File: src/rtl/coh_pkg.sv
package coh_pkg;
  localparam logic [3:0] MSG_REQ_S    = 4'd1;
  localparam logic [3:0] MSG_REQ_E    = 4'd2;
  localparam logic [3:0] MSG_DATA_D2C = 4'd3;
  localparam logic [3:0] MSG_DATA_C2C = 4'd4;
  localparam logic [3:0] MSG_DATA_C2D = 4'd5;
  localparam logic [3:0] MSG_INV      = 4'd6;
  localparam logic [3:0] MSG_INV_S    = 4'd7;
  localparam logic [3:0] MSG_INV_ACK  = 4'd8;
  localparam logic [3:0] MSG_UNBLK_S  = 4'd9;
  localparam logic [3:0] MSG_UNBLK_E  = 4'd10;
  localparam logic [3:0] MSG_WBACK    = 4'd11;
  localparam logic [3:0] MSG_WB_DONE  = 4'd12;

  localparam logic [1:0] OP_RD = 2'd0;
  localparam logic [1:0] OP_WR = 2'd1;
  localparam logic [1:0] OP_EV = 2'd2;

  typedef enum logic [2:0] {ST_I, ST_S, ST_E, ST_IS, ST_IM, ST_EI, ST_FWD} line_st_t;
endpackage

File: src/rtl/coh_ack_ctr.sv
module coh_ack_ctr #(
  parameter int CNTW = 3
) (
  input  logic            clk,
  input  logic            rst,
  input  logic            clr,
  input  logic            sub,
  input  logic            inc,
  input  logic [CNTW-1:0] amt,
  output logic            nxt_zero
);
  localparam int CW = CNTW + 1;
  localparam logic signed [CW-1:0] CNT_MAX = {1'b0, {(CW-1){1'b1}}};

  logic signed [CW-1:0] cnt, sum_n;

  always_comb begin
    sum_n = cnt;
    if (inc) sum_n = sum_n + {{(CW-1){1'b0}}, 1'b1};
    if (sub) sum_n = sum_n - $signed({1'b0, amt});
  end

  assign nxt_zero = (sum_n == '0);

  always_ff @(posedge clk) begin
    if (rst || clr) cnt <= '0;
    else            cnt <= sum_n;
  end


  ctr_span_chk: assert property (@(posedge clk) disable iff (rst)
    inc && !sub |-> cnt != CNT_MAX);
endmodule

File: src/rtl/coh_msg_out.sv
module coh_msg_out #(
  parameter int IDW = 3,
  parameter int DW  = 8
) (
  input  logic           clk,
  input  logic           rst,
  input  logic           ld,
  input  logic [3:0]     ld_type,
  input  logic [IDW-1:0] ld_dst,
  input  logic [DW-1:0]  ld_data,
  input  logic           out_ready,
  output logic           out_valid,
  output logic [3:0]     out_type,
  output logic [IDW-1:0] out_dst,
  output logic [DW-1:0]  out_data
);
  always_ff @(posedge clk) begin
    if (rst) begin
      out_valid <= 1'b0;
      out_type  <= '0;
      out_dst   <= '0;
      out_data  <= '0;
    end else if (ld) begin
      out_valid <= 1'b1;
      out_type  <= ld_type;
      out_dst   <= ld_dst;
      out_data  <= ld_data;
    end else if (out_ready) begin
      out_valid <= 1'b0;
    end
  end


  out_hold_chk: assert property (@(posedge clk) disable iff (rst)
    out_valid && !out_ready |=> out_valid && $stable(out_type) && $stable(out_dst) && $stable(out_data));

  out_load_chk: assert property (@(posedge clk) disable iff (rst)
    ld |-> !out_valid);
endmodule

File: src/rtl/coh_line_fsm.sv
module coh_line_fsm
  import coh_pkg::*;
#(
  parameter int DW     = 8,
  parameter int IDW    = 3,
  parameter int DIR_ID = 4
) (
  input  logic           clk,
  input  logic           rst,
  input  logic           cmd_valid,
  output logic           cmd_ready,
  input  logic [1:0]     cmd_op,
  input  logic [DW-1:0]  cmd_wdata,
  output logic           rsp_valid,
  output logic [1:0]     rsp_kind,
  output logic [DW-1:0]  rsp_data,
  input  logic           in_valid,
  output logic           in_ready,
  input  logic [3:0]     in_type,
  input  logic [IDW-1:0] in_src,
  input  logic [DW-1:0]  in_data,
  input  logic           out_busy,
  output logic           ld,
  output logic [3:0]     ld_type,
  output logic [IDW-1:0] ld_dst,
  output logic [DW-1:0]  ld_data,
  output logic           ctr_clr,
  output logic           ctr_sub,
  output logic           ctr_inc,
  input  logic           ctr_nxt_zero
);
  localparam logic [IDW-1:0] DIR = IDW'(DIR_ID);

  line_st_t st_q, st_n, fwd_q, fwd_n;
  logic [DW-1:0] data_q, data_n, wpend_q, wpend_n, rd_n;
  logic have_q, have_n, rv_n, stable, take_msg, take_cmd;
  logic [1:0] rk_n;

  assign stable    = (st_q == ST_I) || (st_q == ST_S) || (st_q == ST_E);
  assign in_ready  = !out_busy && (st_q != ST_FWD);
  assign cmd_ready = stable && !out_busy && !in_valid;
  assign take_msg  = in_valid && in_ready;
  assign take_cmd  = cmd_valid && cmd_ready;
  assign ctr_inc   = take_msg && (st_q == ST_IM) && (in_type == MSG_INV_ACK);
  assign ctr_sub   = take_msg && (st_q == ST_IM) && (in_type == MSG_DATA_D2C);
  assign ctr_clr   = take_cmd;

  always_comb begin
    st_n = st_q; fwd_n = fwd_q; data_n = data_q; wpend_n = wpend_q; have_n = have_q;
    ld = 1'b0; ld_type = MSG_REQ_S; ld_dst = DIR; ld_data = data_q;
    rv_n = 1'b0; rk_n = OP_RD; rd_n = '0;
    if (st_q == ST_FWD) begin
      if (!out_busy) begin
        ld = 1'b1; ld_type = MSG_DATA_C2D; st_n = fwd_q;
        if (fwd_q == ST_I) data_n = '0;
      end
    end else if (take_msg) begin
      if (in_type == MSG_INV && st_q != ST_E && st_q != ST_EI) begin
        ld = 1'b1; ld_type = MSG_INV_ACK; ld_dst = in_src;
        if (stable) begin st_n = ST_I; data_n = '0; end
      end else begin
        case (st_q)
          ST_E: if (in_type == MSG_INV || in_type == MSG_INV_S) begin
            ld = 1'b1; ld_type = MSG_DATA_C2C; ld_dst = in_src;
            st_n = ST_FWD; fwd_n = (in_type == MSG_INV) ? ST_I : ST_S;
          end
          ST_IS: if (in_type == MSG_DATA_D2C || in_type == MSG_DATA_C2C) begin
            data_n = in_data; st_n = ST_S;
            ld = 1'b1; ld_type = MSG_UNBLK_S;
            rv_n = 1'b1; rk_n = OP_RD; rd_n = in_data;
          end
          ST_IM: begin
            if (in_type == MSG_DATA_D2C) have_n = 1'b1;
            if (in_type == MSG_DATA_C2C ||
                (in_type == MSG_DATA_D2C && ctr_nxt_zero) ||
                (in_type == MSG_INV_ACK && have_q && ctr_nxt_zero)) begin
              data_n = wpend_q; st_n = ST_E; have_n = 1'b0;
              ld = 1'b1; ld_type = MSG_UNBLK_E;
              rv_n = 1'b1; rk_n = OP_WR; rd_n = wpend_q;
            end
          end
          ST_EI: if (in_type == MSG_WB_DONE || in_type == MSG_INV || in_type == MSG_INV_S) begin
            data_n = '0; st_n = ST_I; rv_n = 1'b1; rk_n = OP_EV;
          end
          default: ;
        endcase
      end
    end else if (take_cmd) begin
      case (cmd_op)
        OP_RD: if (st_q == ST_E) begin
          rv_n = 1'b1; rk_n = OP_RD; rd_n = data_q;
        end else begin
          ld = 1'b1; ld_type = MSG_REQ_S; st_n = ST_IS;
        end
        OP_WR: if (st_q == ST_E) begin
          data_n = cmd_wdata; rv_n = 1'b1; rk_n = OP_WR; rd_n = cmd_wdata;
        end else begin
          ld = 1'b1; ld_type = MSG_REQ_E; st_n = ST_IM;
          wpend_n = cmd_wdata; have_n = 1'b0;
        end
        OP_EV: if (st_q == ST_E) begin
          ld = 1'b1; ld_type = MSG_WBACK; st_n = ST_EI;
        end else begin
          data_n = '0; st_n = ST_I; rv_n = 1'b1; rk_n = OP_EV;
        end
        default: ;
      endcase
    end
  end

  always_ff @(posedge clk) begin
    if (rst) begin
      st_q <= ST_I; fwd_q <= ST_I; data_q <= '0; wpend_q <= '0; have_q <= 1'b0;
      rsp_valid <= 1'b0; rsp_kind <= OP_RD; rsp_data <= '0;
    end else begin
      st_q <= st_n; fwd_q <= fwd_n; data_q <= data_n; wpend_q <= wpend_n; have_q <= have_n;
      rsp_valid <= rv_n; rsp_kind <= rk_n; rsp_data <= rd_n;
    end
  end


  unblk_e_chk: assert property (@(posedge clk) disable iff (rst)
    ld && ld_type == MSG_UNBLK_E && in_type != MSG_DATA_C2C |-> ctr_nxt_zero);

  e_wr_hit_chk: assert property (@(posedge clk) disable iff (rst)
    st_q == ST_E && take_cmd && cmd_op == OP_WR |=> rsp_valid && rsp_data == $past(cmd_wdata) && st_q == ST_E);

  ei_cross_chk: assert property (@(posedge clk) disable iff (rst)
    st_q == ST_EI && take_msg && in_type == MSG_INV |=> st_q == ST_I && rsp_valid && rsp_kind == OP_EV);

  pend_gate_chk: assert property (@(posedge clk) disable iff (rst)
    (st_q == ST_IS || st_q == ST_IM || st_q == ST_EI) |-> !take_cmd);
endmodule

File: src/rtl/coh_line_ctrl.sv
module coh_line_ctrl #(
  parameter int NCACHE = 4,
  parameter int DW     = 8,
  parameter int IDW    = $clog2(NCACHE + 1),
  parameter int CNTW   = $clog2(NCACHE + 1)
) (
  input  logic            clk,
  input  logic            rst,
  input  logic            cmd_valid,
  output logic            cmd_ready,
  input  logic [1:0]      cmd_op,
  input  logic [DW-1:0]   cmd_wdata,
  output logic            rsp_valid,
  output logic [1:0]      rsp_kind,
  output logic [DW-1:0]   rsp_data,
  input  logic            in_valid,
  output logic            in_ready,
  input  logic [3:0]      in_type,
  input  logic [IDW-1:0]  in_src,
  input  logic [DW-1:0]   in_data,
  input  logic [CNTW-1:0] in_cnt,
  output logic            out_valid,
  input  logic            out_ready,
  output logic [3:0]      out_type,
  output logic [IDW-1:0]  out_dst,
  output logic [DW-1:0]   out_data
);
  localparam int DIR_ID = NCACHE;

  logic           ld, ctr_clr, ctr_sub, ctr_inc, ctr_nxt_zero;
  logic [3:0]     ld_type;
  logic [IDW-1:0] ld_dst;
  logic [DW-1:0]  ld_data;

  coh_line_fsm #(.DW(DW), .IDW(IDW), .DIR_ID(DIR_ID)) u_fsm (
    .clk(clk), .rst(rst),
    .cmd_valid(cmd_valid), .cmd_ready(cmd_ready), .cmd_op(cmd_op), .cmd_wdata(cmd_wdata),
    .rsp_valid(rsp_valid), .rsp_kind(rsp_kind), .rsp_data(rsp_data),
    .in_valid(in_valid), .in_ready(in_ready), .in_type(in_type), .in_src(in_src), .in_data(in_data),
    .out_busy(out_valid),
    .ld(ld), .ld_type(ld_type), .ld_dst(ld_dst), .ld_data(ld_data),
    .ctr_clr(ctr_clr), .ctr_sub(ctr_sub), .ctr_inc(ctr_inc), .ctr_nxt_zero(ctr_nxt_zero)
  );

  coh_ack_ctr #(.CNTW(CNTW)) u_ctr (
    .clk(clk), .rst(rst), .clr(ctr_clr), .sub(ctr_sub), .inc(ctr_inc),
    .amt(in_cnt), .nxt_zero(ctr_nxt_zero)
  );

  coh_msg_out #(.IDW(IDW), .DW(DW)) u_out (
    .clk(clk), .rst(rst), .ld(ld), .ld_type(ld_type), .ld_dst(ld_dst), .ld_data(ld_data),
    .out_ready(out_ready), .out_valid(out_valid), .out_type(out_type),
    .out_dst(out_dst), .out_data(out_data)
  );
endmodule

File: config.mk
export PLATFORM = sky130hd
export DESIGN_NAME = coh_line_ctrl
export DESIGN_NICKNAME = d
export VERILOG_FILES = /design/src/rtl/coh_pkg.sv /design/src/rtl/coh_ack_ctr.sv /design/src/rtl/coh_msg_out.sv /design/src/rtl/coh_line_fsm.sv /design/src/rtl/coh_line_ctrl.sv
export SDC_FILE = /design/constraint.sdc
export NUM_CORES = 1
export LEC_CHECK = 0
export ABC_AREA = 1
export CORE_MARGIN = 2
export CORE_UTILIZATION = 53
export DETAILED_ROUTE_END_ITERATION = 6
export PLACE_DENSITY = 0.84
export REMOVE_ABC_BUFFERS = 1
export SLEW_MARGIN = 40
export SYNTH_ARGS = -nofsm -noshare
export SYNTH_HDL_FRONTEND = slang
export SYNTH_HIERARCHICAL = 1
export SYNTH_SLANG_ARGS = --single-unit
File: constraint.sdc
create_clock -name clk -period 5.69 [get_ports clk]
set_clock_uncertainty 0.15 [all_clocks]
set_input_delay 0.8535 -clock clk [delete_from_list [all_inputs] [get_ports clk]]
set_output_delay 0.8535 -clock clk [all_outputs]
set_load 0.05 [all_outputs]
-- Word level (Yosys, flattened, before mapping)
Index checks and enable logic that the tools add are counted.
- output and inout bits: 29
- input port bits: 33
- flip-flop bits (word level): 54
- logic and storage cells: 187
- multiplexer cells: 94
- add/subtract/negate cells: 2
- bitwise gates (word level): 4
- reductions and logical operators: 41
- equality and inequality tests: 33
- operators with widths (kind ; count):
    $mux 8 ; 18
    $mux 3 ; 20
    $pmux 8 s2 ; 3
    $mux 4 ; 9
    $mux 1 ; 27
    $pmux 8 s3 ; 1
    $ne 5x5->1 const B ; 4
    $logic_and 1x1->1 ; 13
    $eq 4x3->1 const B ; 3
    $mux 2 ; 6
    $pmux 3 s4 ; 1
    $pmux 4 s3 ; 1
    $reduce_and 11->1 ; 1
    $reduce_and 10->1 ; 1
    $reduce_and 5->1 ; 2
    $eq 3x3->1 const B ; 3
    $logic_or 1x1->1 ; 9
    $ne 3x3->1 const B ; 3
    $pmux 3 s3 ; 1
    $eq 4x4->1 const B ; 2
    $ne 2x2->1 const B ; 4
    $ne 4x2->1 const B ; 2
    $pmux 2 s2 ; 2
    $pmux 4 s2 ; 1
    other kinds (26) ; 37

-- Depth between registers and ports, before layout
- word-level depth: 18
- gate-level depth with buffers: 30
- depth with buffers taken out: 28

-- Modules after synthesis
Netlist, hierarchy kept.
- modules (own cells, without submodules) (module ; area an instance (um^2) ; times used ; sequential area each (um^2) ; cells each):
    coh_line_fsm ; 2416.1 ; 1 ; 640.6 ; 404
    coh_msg_out ; 555.5 ; 1 ; 320.3 ; 69
    coh_ack_ctr ; 379.1 ; 1 ; 80.1 ; 65

-- Least setup slack after synthesis
OpenSTA, ideal clock, no wires.
- kind: input to register
- start: in in_type[0]
- end: reg u_out.out_data[1]
- slack: 1505 ps
- required time: 5423 ps
- arrival time: 3918 ps
- library setup time: 117 ps
- stages: 24
- path buffers: 2
- cell sequence: nor2_1 -> nand3_1 -> nor2_1 -> inv_1 -> nand2_1 -> nand2_1 -> ha_1 -> fa_1 -> xnor2_1 -> nand2_1 -> nand2_1 -> nor2_1 -> nand2_1 -> inv_1 -> nand4_1 -> nand2_1 -> nor2_1 -> buf_2 -> nor2_1 -> o21ai_0 -> o2111ai_1 -> buf_4 -> o21ai_0 -> nor2_1
- word-level cells in the longest chain between the ends: 14
- elaborated cells on any way between the ends: 27
- classes of those cells: 1 x add/sub; 5 x eq/ne; 9 x mux; 12 x reduce/logical
- ends and longest elaborated chain (what ; line ; RTL):
    start: declaration ; coh_line_ctrl.sv:18 ; input logic [3:0] in_type,
    $eq 4x4->1 * ; coh_line_fsm.sv:44 ; assign ctr_inc = take_msg && (st_q == ST_IM) && (in_type == MSG_INV_ACK);
    $logic_and 1x1->1 * ; coh_line_fsm.sv:44 ;
    named net ctr_inc ; coh_line_ctrl.sv:30 ; logic ld, ctr_clr, ctr_sub, ctr_inc, ctr_nxt_zero;
    $mux 4 * ; coh_ack_ctr.sv:19 ; if (inc) sum_n = sum_n + {{(CW-1){1'b0}}, 1'b1};
    $sub 4x4->4 ; coh_ack_ctr.sv:20 ; if (sub) sum_n = sum_n - $signed({1'b0, amt});
    $mux 4 * ; coh_ack_ctr.sv:20 ;
    $logic_not 4->1 * ; coh_ack_ctr.sv:23 ; assign nxt_zero = (sum_n == '0);
    named net ctr_nxt_zero ; coh_line_ctrl.sv:30 ;
    $logic_and 1x1->1 ; coh_line_fsm.sv:75 ; (in_type == MSG_DATA_D2C && ctr_nxt_zero) ||
    $logic_or 1x1->1 ; coh_line_fsm.sv:74 ; if (in_type == MSG_DATA_C2C ||
    $logic_or 1x1->1 * ; coh_line_fsm.sv:75 ;
    $mux 1 * ; coh_line_fsm.sv:74 ;
    $pmux 1 s3 * ; coh_line_fsm.sv:62 ; case (st_q)
    $mux 1 * ; coh_line_fsm.sv:58 ; if (in_type == MSG_INV && st_q != ST_E && st_q != ST_EI) begin
    $mux 1 * ; coh_line_fsm.sv:57 ; end else if (take_msg) begin
    $mux 1 * ; coh_line_fsm.sv:52 ; if (st_q == ST_FWD) begin
    named net ld ; coh_line_ctrl.sv:30 ;
    end signal: assignment ; coh_msg_out.sv:27 ; out_data <= ld_data;
    end: declaration ; coh_msg_out.sv:15 ; output logic [DW-1:0] out_data
Mark *: on every way through the listed nets, which the timed path passes. The rest lies on a longest branch.
A chain may end at the register's enable or synchronous reset.

-- Final worst setup path
- start: in in_type[1]
- end: reg u_out.out_data[7]
The elaborated chain is that of the path after synthesis.

==> impl_metrics.ini <==
[routing]
drc_errors = 0
wl_per_cell_um = 14.8
first_pass_iters = 5
drt_wl_total_um = 9880
drt_iter0_markers = 346
vias_per_cell = 5.69
postRouteAntennaNets = 0
vias = 3791

[clock_tree]
cts_resized = 0
clock-root-buffer = clkbuf_8
ctsHoldBuffers = 0
h-tree-depth = 2
cts_num_sinks = 52
clkLatencyLatePin_ns = 0.31
cts_setup_buffers = 0
tritoncts = done
cts_buffer_depth = 2
cts.clk_slew.worst_paths_ns = 0.10
cts_buffers = 5

[floorplanning]
die_area_um2 = 6970
die_x_um = 83.5
start_util_pct = 55.6
rows = 28
die_height_um = 83.5
boundaryPins = 62
core_area_um2 = 6030

[critical_path]
crit_type = in2reg
end_kind = flip-flop
path_max_fanout = 16
startpoint_type = primary input
crit_required_ns = 5.79
arrival_ns = 4.89

[place]
dpl.hpwl_um = 7370
io_buffers = 61
place_congestion = 0.996

[yosys]
yosys_register_bits = 52
synth.avg_cell_area_um2 = 6.23
synth_area_um2 = 3350
ys_seq_area_share_pct = 31.1
ys.warnings.count = 6
syn-instance-count = 538
synthDistinctLibCells = 36

[cells_and_area]
n_antenna_cell = 0
drive_gt1_share_pct = 7.61
nets = 631
area_growth_pct = 22.7

[sta]
finalCriticalPeriod_ns = 4.79
post-route-period-util_pct = 84.2
fmax_mhz = 209
setup_viol_count_final = 0
tightest_slew_ns = 0.796
max_slew_margin_pct = 46.8
hold_violations = 0
slew_viol_final = 0
whs_ns = 0.311
grt_setup_unrepaired = false
fin_tns_setup_ns = 0

[worst_hold_path]
min-delay-path-class = reg2reg

[power]
power.leakage_uw = 0.00183
vdd_drop_max_v = 0.000188
p_total_uw = 1260
powerDensity_nw_per_um2 = 306

[global_route]
grt_max_degree = 23
grt_pass1_wl_um = 16700
grt_pass1_vias = 3724
grt_usage_pct = 28.9
grt.overflow.total = 0
grt_antenna_before_repair = 0

[run_status]
outcome = finished clean

[job]
drv_cap = 0
-- state kept, by name (all words and copies together), names as in the netlist, 2 cells and up --
register        flops
u_fsm/ld_data       8
u_fsm/rsp_data      8
u_fsm/wpend_q       8
u_out/out_data      8
u_ctr/cnt           4
u_out/out_type      4
u_fsm/st_q          3
u_out/out_dst       3
u_fsm/rsp_kind      2
-- area by class of cell --
cell class / count / area (um2)
multi-input combinational: 393 / 1930
fill: 564 / 1920
sequential: 52 / 1040
timing repair buffer: 63 / 626
inverter: 75 / 282
tap: 75 / 93.8
clock buffer: 5 / 68.8
clock inverter: 3 / 68.8
-- worst max-delay path, stage by stage --
cell	delay (ns)
clkdlybuf4s50_1	0.50
nor2_1	0.23
nand3_1	0.10
nor2_1	0.32
inv_1	0.12
nand2_1	0.09
nand2_1	0.07
ha_1	0.21
fa_1	0.40
xnor2_1	0.18
nand2_1	0.12
nand2_1	0.09
nor2_1	0.05
nand2_1	0.05
inv_1	0.04
nand4_1	0.08
nand2_1	0.09
nor2_1	0.15
nor2_1	0.10
o21ai_0	0.25
o2111ai_1	0.14
buf_4	0.21
inv_2	0.24
nor2_1	0.08
nor2_1	0.13
-- cell usage after synthesis, drive strengths merged --
cell type	number	share of area [%]
o31ai	1	0.22
o21a	2	0.45
fa	1	0.60
nand4	7	1.3
o2111ai	1	0.26
o21ai	51	7.7
o211ai	11	2.5
or2	2	0.37
nor2	102	13
a21o	1	0.22
clkbuf	5	0.56
ha	7	2.6
a21oi	34	5.3
nand2	120	14
buf	13	2.4
o22ai	6	1.1
nand3b	1	0.22
inv	75	8.4
xnor2	1	0.26
nand3	39	6.6
a31oi	3	0.56
nor3	3	0.75
dfxtp	52	31
-- layout by cell type (no fill, tap or decap), types with 2 or more instances in the layout --
master	netlist	layout
inv_2	8	8
dfxtp_1	52	52
o21a_1	2	2
nor2_2	9	9
nor3_2	2	2
a21oi_1	32	32
o211ai_1	11	11
nor2_1	90	90
inv_1	67	67
a31oi_1	3	3
nand2_1	116	116
or2_2	2	2
bufinv_16	0	2
clkdlybuf4s50_1	0	61
nand3_2	3	3
buf_4	1	2
o21ai_1	2	2
a21oi_2	2	2
nand3_1	35	35
nor2_4	3	3
nand2_2	4	4
nand4_1	7	7
o21ai_0	48	48
ha_1	7	7
clkbuf_8	0	5
o22ai_1	6	6
-- per-layer routing --
layer / vias up / global-route usage [%] / share of wire [%]
met5: - / 0 / 0
met4: 0 / 14.4 / 3.7
met3: 43 / 4.65 / 9.1
met2: 219 / 49.9 / 48
met1: 1697 / 34.8 / 39
li1: 1832 / - / -
-- through the flow --
step / instance area, um2 / setup WS, ns / std cells / utilization [%]
3_5_place_dp: 3970 / 0.709 / 658 / 65.9
5_1_grt: 4110 / 0.521 / 666 / 68.2
6_report: 4110 / 0.901 / 666 / 68.2
4_1_cts: 4110 / 1.01 / 666 / 68.2
3_3_place_gp: 3970 / 0.920 / 658 / 65.9
2_1_floorplan: 3250 / 1.27 / 520 / -
-- power by group --
group | leakage, uW | total [uW] | switching [uW] | internal (uW)
clock | 0.0000687 | 308 | 131 | 177
combinational | 0.00134 | 496 | 336 | 160
sequential | 0.000423 | 453 | 43.1 | 410
-- path summary, 6_finish.rpt --
check                    from           endpoint  slack, ns  cells after the start
max                in_type[1]  u_out/out_data[7]       0.90                     25
min          u_fsm/wpend_q[2]   u_fsm/wpend_q[2]       0.31                      2
max reg2reg     u_fsm/st_q[2]  u_out/out_data[7]       1.08                     25
min reg2reg  u_fsm/wpend_q[2]   u_fsm/wpend_q[2]       0.31                      2
-- logic make-up (layout without fill, tap and decap cells) --
group / Yosys count / after routing / synth area share [%]
AOI/OAI and AO/OA: 110 / 110 / 18.3
buffers and inverters: 93 / 146 / 11.3
xor gates and xnor gates: 1 / 1 / 0.261
adders and majority gates: 8 / 8 / 3.21
and+or+nand+nor: 274 / 274 / 35.8
DFF: 52 / 52 / 31.1
(Power assumes the default switching activity.)
